## src/rtl/adc_scan_pkg.sv

```systemverilog
package adc_scan_pkg;

  typedef enum logic [1:0] {
    MODE_OFF   = 2'd0,
    MODE_IDLE  = 2'd1,
    MODE_ARMED = 2'd2,
    MODE_RUN   = 2'd3
  } scan_mode_e;

  // channel number = group in the upper bits, scan index in the lower bits
  function automatic logic [7:0] chan_of(input logic [7:0] grp,
                                         input logic [7:0] idx,
                                         input int unsigned idx_w);
    return (grp << idx_w) | idx;
  endfunction

  // next scan index with wrap at the group length
  function automatic logic [7:0] idx_step(input logic [7:0] idx,
                                          input int unsigned len);
    if (32'(idx) + 32'd1 >= len) return 8'd0;
    return idx + 8'd1;
  endfunction

endpackage

```

## src/rtl/scan_mode_fsm.sv

```systemverilog
module scan_mode_fsm
  import adc_scan_pkg::*;
(
  input  logic       clk,
  input  logic       rst_n,
  input  logic       ctrl_we,
  input  logic       ctrl_enable,
  input  logic       ctrl_start,
  input  logic       grp_we,
  input  logic       hw_trig,
  input  logic       conv_done,
  output scan_mode_e mode,
  output logic       evt_restart,
  output logic       evt_abort,
  output logic       evt_accept
);

  scan_mode_e mode_q, mode_nxt;
  logic       running;

  always_comb begin
    mode_nxt    = mode_q;
    evt_restart = 1'b0;
    evt_abort   = 1'b0;
    evt_accept  = 1'b0;
    running     = (mode_q == MODE_RUN);
    if (ctrl_we) begin
      if (!ctrl_enable) begin
        mode_nxt  = MODE_OFF;
        evt_abort = running;
      end else if (!ctrl_start) begin
        mode_nxt  = MODE_IDLE;
        evt_abort = running;
      end else begin
        case (mode_q)
          MODE_OFF:   mode_nxt = MODE_IDLE;   // start ignored, enable taken
          MODE_IDLE:  mode_nxt = MODE_ARMED;
          MODE_ARMED: mode_nxt = MODE_ARMED;
          MODE_RUN: begin
            evt_restart = 1'b1;
            evt_abort   = 1'b1;
          end
          default:    mode_nxt = MODE_OFF;
        endcase
      end
    end else if (running && (hw_trig || grp_we)) begin
      evt_restart = 1'b1;
      evt_abort   = 1'b1;
    end else if ((mode_q == MODE_ARMED) && hw_trig) begin
      evt_restart = 1'b1;
      mode_nxt    = MODE_RUN;
    end else if (running && conv_done) begin
      evt_accept = 1'b1;
    end
  end

  always_ff @(posedge clk) begin
    if (!rst_n) mode_q <= MODE_OFF;
    else        mode_q <= mode_nxt;
  end

  assign mode = mode_q;

endmodule

```

## src/rtl/scan_pointer.sv

```systemverilog
module scan_pointer
  import adc_scan_pkg::*;
#(
  parameter int CH_W     = 3,
  parameter int SCAN_LEN = 4,
  localparam int IDX_W   = $clog2(SCAN_LEN),
  localparam int GRP_W   = CH_W - IDX_W
) (
  input  logic             clk,
  input  logic             rst_n,
  input  logic             grp_we,
  input  logic [GRP_W-1:0] grp_wdata,
  input  logic             evt_restart,
  input  logic             evt_accept,
  output logic             conv_start,
  output logic [CH_W-1:0]  conv_chan
);

  logic [IDX_W-1:0] idx_q, idx_nxt;
  logic [GRP_W-1:0] grp_q, grp_nxt;
  logic [CH_W-1:0]  chan_nxt;

  always_comb begin
    grp_nxt = grp_we ? grp_wdata : grp_q;
    if (evt_restart)     idx_nxt = '0;
    else if (evt_accept) idx_nxt = IDX_W'(idx_step(8'(idx_q), SCAN_LEN));
    else                 idx_nxt = idx_q;
    chan_nxt = CH_W'(chan_of(8'(grp_nxt), 8'(idx_nxt), IDX_W));
  end

  always_ff @(posedge clk) begin
    if (!rst_n) begin
      idx_q      <= '0;
      grp_q      <= '0;
      conv_start <= 1'b0;
      conv_chan  <= '0;
    end else begin
      idx_q      <= idx_nxt;
      grp_q      <= grp_nxt;
      conv_start <= evt_restart | evt_accept;
      conv_chan  <= chan_nxt;
    end
  end

endmodule

```

## src/rtl/result_capture.sv

```systemverilog
module result_capture #(
  parameter int RES_W = 10
) (
  input  logic             clk,
  input  logic             rst_n,
  input  logic             evt_accept,
  input  logic [RES_W-1:0] conv_data,
  output logic [RES_W-1:0] result,
  output logic             irq_eoc
);

  always_ff @(posedge clk) begin
    if (!rst_n) begin
      result  <= '0;
      irq_eoc <= 1'b0;
    end else begin
      irq_eoc <= evt_accept;
      if (evt_accept) result <= conv_data;
    end
  end

endmodule

```

## src/rtl/adc_scan_seq.sv

```systemverilog
module adc_scan_seq
  import adc_scan_pkg::*;
#(
  parameter int CH_W     = 3,
  parameter int SCAN_LEN = 4,
  parameter int RES_W    = 10,
  localparam int IDX_W   = $clog2(SCAN_LEN),
  localparam int GRP_W   = CH_W - IDX_W
) (
  input  logic             clk,
  input  logic             rst_n,
  input  logic             ctrl_we,
  input  logic             ctrl_enable,
  input  logic             ctrl_start,
  input  logic             grp_we,
  input  logic [GRP_W-1:0] grp_wdata,
  input  logic             hw_trig,
  input  logic             conv_done,
  input  logic [RES_W-1:0] conv_data,
  output logic             conv_start,
  output logic [CH_W-1:0]  conv_chan,
  output logic             conv_abort,
  output logic [RES_W-1:0] result,
  output logic             irq_eoc
);

  // named internal events, visible to the bound checker
  scan_mode_e mode;
  logic       evt_restart;
  logic       evt_abort;
  logic       evt_accept;

  scan_mode_fsm u_fsm (
    .clk         (clk),
    .rst_n       (rst_n),
    .ctrl_we     (ctrl_we),
    .ctrl_enable (ctrl_enable),
    .ctrl_start  (ctrl_start),
    .grp_we      (grp_we),
    .hw_trig     (hw_trig),
    .conv_done   (conv_done),
    .mode        (mode),
    .evt_restart (evt_restart),
    .evt_abort   (evt_abort),
    .evt_accept  (evt_accept)
  );

  scan_pointer #(.CH_W(CH_W), .SCAN_LEN(SCAN_LEN)) u_ptr (
    .clk         (clk),
    .rst_n       (rst_n),
    .grp_we      (grp_we),
    .grp_wdata   (grp_wdata),
    .evt_restart (evt_restart),
    .evt_accept  (evt_accept),
    .conv_start  (conv_start),
    .conv_chan   (conv_chan)
  );

  result_capture #(.RES_W(RES_W)) u_cap (
    .clk        (clk),
    .rst_n      (rst_n),
    .evt_accept (evt_accept),
    .conv_data  (conv_data),
    .result     (result),
    .irq_eoc    (irq_eoc)
  );

  always_ff @(posedge clk) begin
    if (!rst_n) conv_abort <= 1'b0;
    else        conv_abort <= evt_abort;
  end

endmodule

```

## config.mk

```make
export PLATFORM = sky130hd
export DESIGN_NAME = adc_scan_seq
export DESIGN_NICKNAME = d
export VERILOG_FILES = /design/src/rtl/adc_scan_pkg.sv /design/src/rtl/scan_mode_fsm.sv /design/src/rtl/scan_pointer.sv /design/src/rtl/result_capture.sv /design/src/rtl/adc_scan_seq.sv
export SDC_FILE = /design/constraint.sdc
export NUM_CORES = 1
export LEC_CHECK = 0
export ABC_AREA = 1
export CELL_PAD_IN_SITES_DETAIL_PLACEMENT = 0
export CELL_PAD_IN_SITES_GLOBAL_PLACEMENT = 1
export CORE_AREA = 4 4 55 57
export DETAILED_ROUTE_END_ITERATION = 16
export DIE_AREA = 0 0 59 61
export DONT_BUFFER_PORTS = 1
export PLACE_DENSITY_LB_ADDON = 0.1
export SLEW_MARGIN = 20
export SYNTH_ARGS = -nofsm -noshare
export SYNTH_HDL_FRONTEND = slang
export SYNTH_SLANG_ARGS = --single-unit
export TNS_END_PERCENT = 10
```

## constraint.sdc

```tcl
create_clock -name clk -period 1.25 [get_ports clk]
set_input_delay 0.1875 -clock clk [delete_from_list [all_inputs] [get_ports clk]]
set_output_delay 0.1875 -clock clk [all_outputs]
set_load 0.05 [all_outputs]
```

==> flow_metrics.tcl <==
set metrics [dict create \
    finClkSkew_ns 0.002924 \
    min_from "rst_n" \
    grt_pass1_wl_microns 3270 \
    die-area_sq_mm 0.003599 \
    cts_setup_buffers 0 \
    fin_ws_ns -0.07819 \
    remaining_drc_errors 0 \
    r2r.worst_path.cells 6 \
    antenna_found_initial 0 \
    pin_count 35 \
    antenna_cells 0 \
    peakVddDrop_mv 0.5158 \
    htree_levels 1 \
    cts_sinks 18 \
    top_layer_used "met4" \
    clk_path_buf_depth 2 \
    gp_congestion 0.7518 \
    via_per_inst 4.822 \
    final-hold-violation-count 0 \
    clk_latency_ns 0.29 \
    critPathKind "reg2reg" \
    holdPathEnd "u_fsm.mode[0]$_SDFFE_PN0P_" \
    maxCapViolCount 0 \
    cp-start-kind "flop" \
    start_util 0.3449 \
    drt_iter0_drc 26 \
    cp.required_ns 1.42 \
    drive_gt1_frac 0.2913 \
    dp_hpwl_microns 1583 \
    gr-usage-all-layers 0.1215 \
    grt_pass1_vias 730 \
    endpoint_kind "flop" \
    clock.fmax_mhz 752.9 \
    p_leak_nw 0.4635 \
    setup-tns-final_ns -0.7585 \
    wl_met1_microns 901 \
    avgSynthCellArea_sq_um 7.987 \
    r2r-start "u_fsm.mode[0]$_SDFFE_PN0P_" \
    fin_crit_sh 1.063 \
    die_h_microns 61 \
    syn-num-nets 131 \
    areaGrowthSynthToFinish_pct 26.50 \
    ys_ff_latch 18 \
    grt_remaining_overflow 0 \
    ys_warn_count 0 \
    rsz0062_at_grt "yes" \
    rr_endpoint "u_cap.result[4]$_SDFFE_PN0P_" \
    final_common_cell "nand2_1" \
    final_cell_mix "nand2_1, buf_4, dfxtp_1, a21oi_1, nand4_1" \
    crit_fanout 14 \
    finish.net_count 152 \
    core_sq_mm 0.002477 \
    place_area_sq_mm 0.001021 \
    wl_microns 2037 \
    dr_wl_met2_microns 930 \
    dr.pass1.iters 3 \
    die_w_microns 59 \
    status "finished, violations left" \
    final_max_slew_viol_count 0 \
    hold_class "in2reg" \
    max_slew_margin 0.6765 \
    violations "negative setup slack" \
    wl_per_cell_microns 12.97 \
    period_minus_slack_ns 1.328 \
    num_vias 757 \
    cts-root-buf "clkbuf_4" \
    grt_max_degree 15 \
    cts_tree "done" \
    synth_cell_type_count 19 \
    antenna_left 0 \
    ys_seq_area_frac 0.4217 \
    fillCellCount 262 \
    route.met3.wl_microns 189 \
    fin_area_sq_mm 0.001081 \
    syn_inst 107 \
    hold_path_depth 2 \
    numCtsBuffers 3 \
    setup_viol 14 \
    clkTransAtPathRegs_ns 0.11 \
    ff2ff_setup_slack_ns -0.08 \
    rows 18 \
    tightest_slew_ns 0.4846 \
    arrival_ns 1.49 \
    syn-cell-area_sq_um 854.6 \
    power_density_mw_per_mm2 1059 \
    io_buffers 0 \
]
-- cell type report --
| type | instances | area (sq um) | share of cell area |
|---|---|---|---|
| Sequential cell | 18 | 365.4 | 0.3380 |
| Inverter | 9 | 33.78 | 0.03125 |
| Multi-Input combinational cell | 74 | 436.7 | 0.4039 |
| Tap cell | 30 | 37.54 | 0.03472 |
| Timing Repair Buffer | 22 | 171.4 | 0.1586 |
| Clock buffer | 4 | 36.28 | 0.03356 |
-- power by group --
group          switching (W)  internal (W)  leakage, nW  total, W
Clock               0.000181      0.000177       0.0210  0.000358
Combinational       0.000101     0.0000743        0.296  0.000175
Sequential         0.0000220      0.000589        0.147  0.000611
-- what timing repair did --
action	in CTS	in global routing
cloned	0	0
pin swaps	2	1
endpoints found under the setup margin	15	16
resized for setup	1	3
endpoints found under the hold margin	1	2
-- metal layers --
metal,up-vias,track usage
li1,398,-
met1,339,0.1462
met2,18,0.1893
met3,2,0.05532
met4,0,0.04854
met5,-,0
-- logic make-up (layout without fill, tap and decap cells) --
group	after synthesis	in the layout	synth area share
AND/OR/NAND/NOR	50	50	0.2855
AO/OA/AOI/OAI	19	19	0.1288
flip-flops	18	18	0.4217
buffers and inverters	15	35	0.09077
adder cells (fa/ha/maj)	5	5	0.07321
-- registers in the layout (all words and copies together), names as in the netlist --
register and count:
conv_abort 1, u_cap.irq_eoc 1, u_cap.result 10, u_fsm.mode 2
u_ptr.conv_chan 1, u_ptr.conv_start 1, u_ptr.grp_q 1, u_ptr.idx_q 1
-- how the worst max path moves through the flow --
stage	from	end	slack [ns]	cells past startpoint
after floorplan	u_fsm.mode[0]$_SDFFE_PN0P_	u_cap.result[0]$_SDFFE_PN0P_	-0.00005	7
after global placement	u_fsm.mode[0]$_SDFFE_PN0P_	u_cap.result[1]$_SDFFE_PN0P_	-0.03	6
after detailed placement	u_fsm.mode[1]$_SDFFE_PN0P_	u_fsm.mode[1]$_SDFFE_PN0P_	-0.06	8
after CTS	u_fsm.mode[0]$_SDFFE_PN0P_	u_cap.result[8]$_SDFFE_PN0P_	-0.07	6
after global routing	u_fsm.mode[0]$_SDFFE_PN0P_	u_cap.result[4]$_SDFFE_PN0P_	-0.18	6
final	u_fsm.mode[0]$_SDFFE_PN0P_	u_cap.result[4]$_SDFFE_PN0P_	-0.08	6
-- Yosys cell counts (all sizes together) --
| library cell | number | area, sq um |
|---|---|---|
| a21oi | 17 | 100.1 |
| nand2 | 27 | 111.4 |
| nand4 | 12 | 75.07 |
| o21ai | 2 | 10.01 |
| clkbuf | 1 | 3.750 |
| nand3 | 3 | 27.53 |
| inv | 9 | 33.78 |
| nor2 | 8 | 30.03 |
| ha | 5 | 62.56 |
| dfxtp | 18 | 360.4 |
| buf | 5 | 40.04 |
-- stage by stage --
stage | setup WS (ns) | instances | hold WS (ns) | total power, W | utilization
floorplan | -0.00005418 | 107 | 0.3005 | 0.0007426 | -
global placement | -0.02957 | 152 | 0.3072 | 0.0007899 | 0.4121
detailed placement | -0.05841 | 152 | 0.3076 | 0.0007922 | 0.4121
CTS | -0.07043 | 156 | -0.01459 | 0.001153 | 0.4278
global route | -0.1759 | 157 | 0.002919 | 0.001212 | 0.4364
finish | -0.07819 | 157 | 0.01857 | 0.001145 | 0.4364
-- worst max-delay path, cell delays in order (launching register included) --
cell and delay [ns]:
dfxtp_2 0.36, inv_2 0.06, ha_4 0.16, a21oi_4 0.23, nand3_4 0.21, nand2_1 0.11, a21oi_1 0.06
Power figures use the tool's default switching activity.
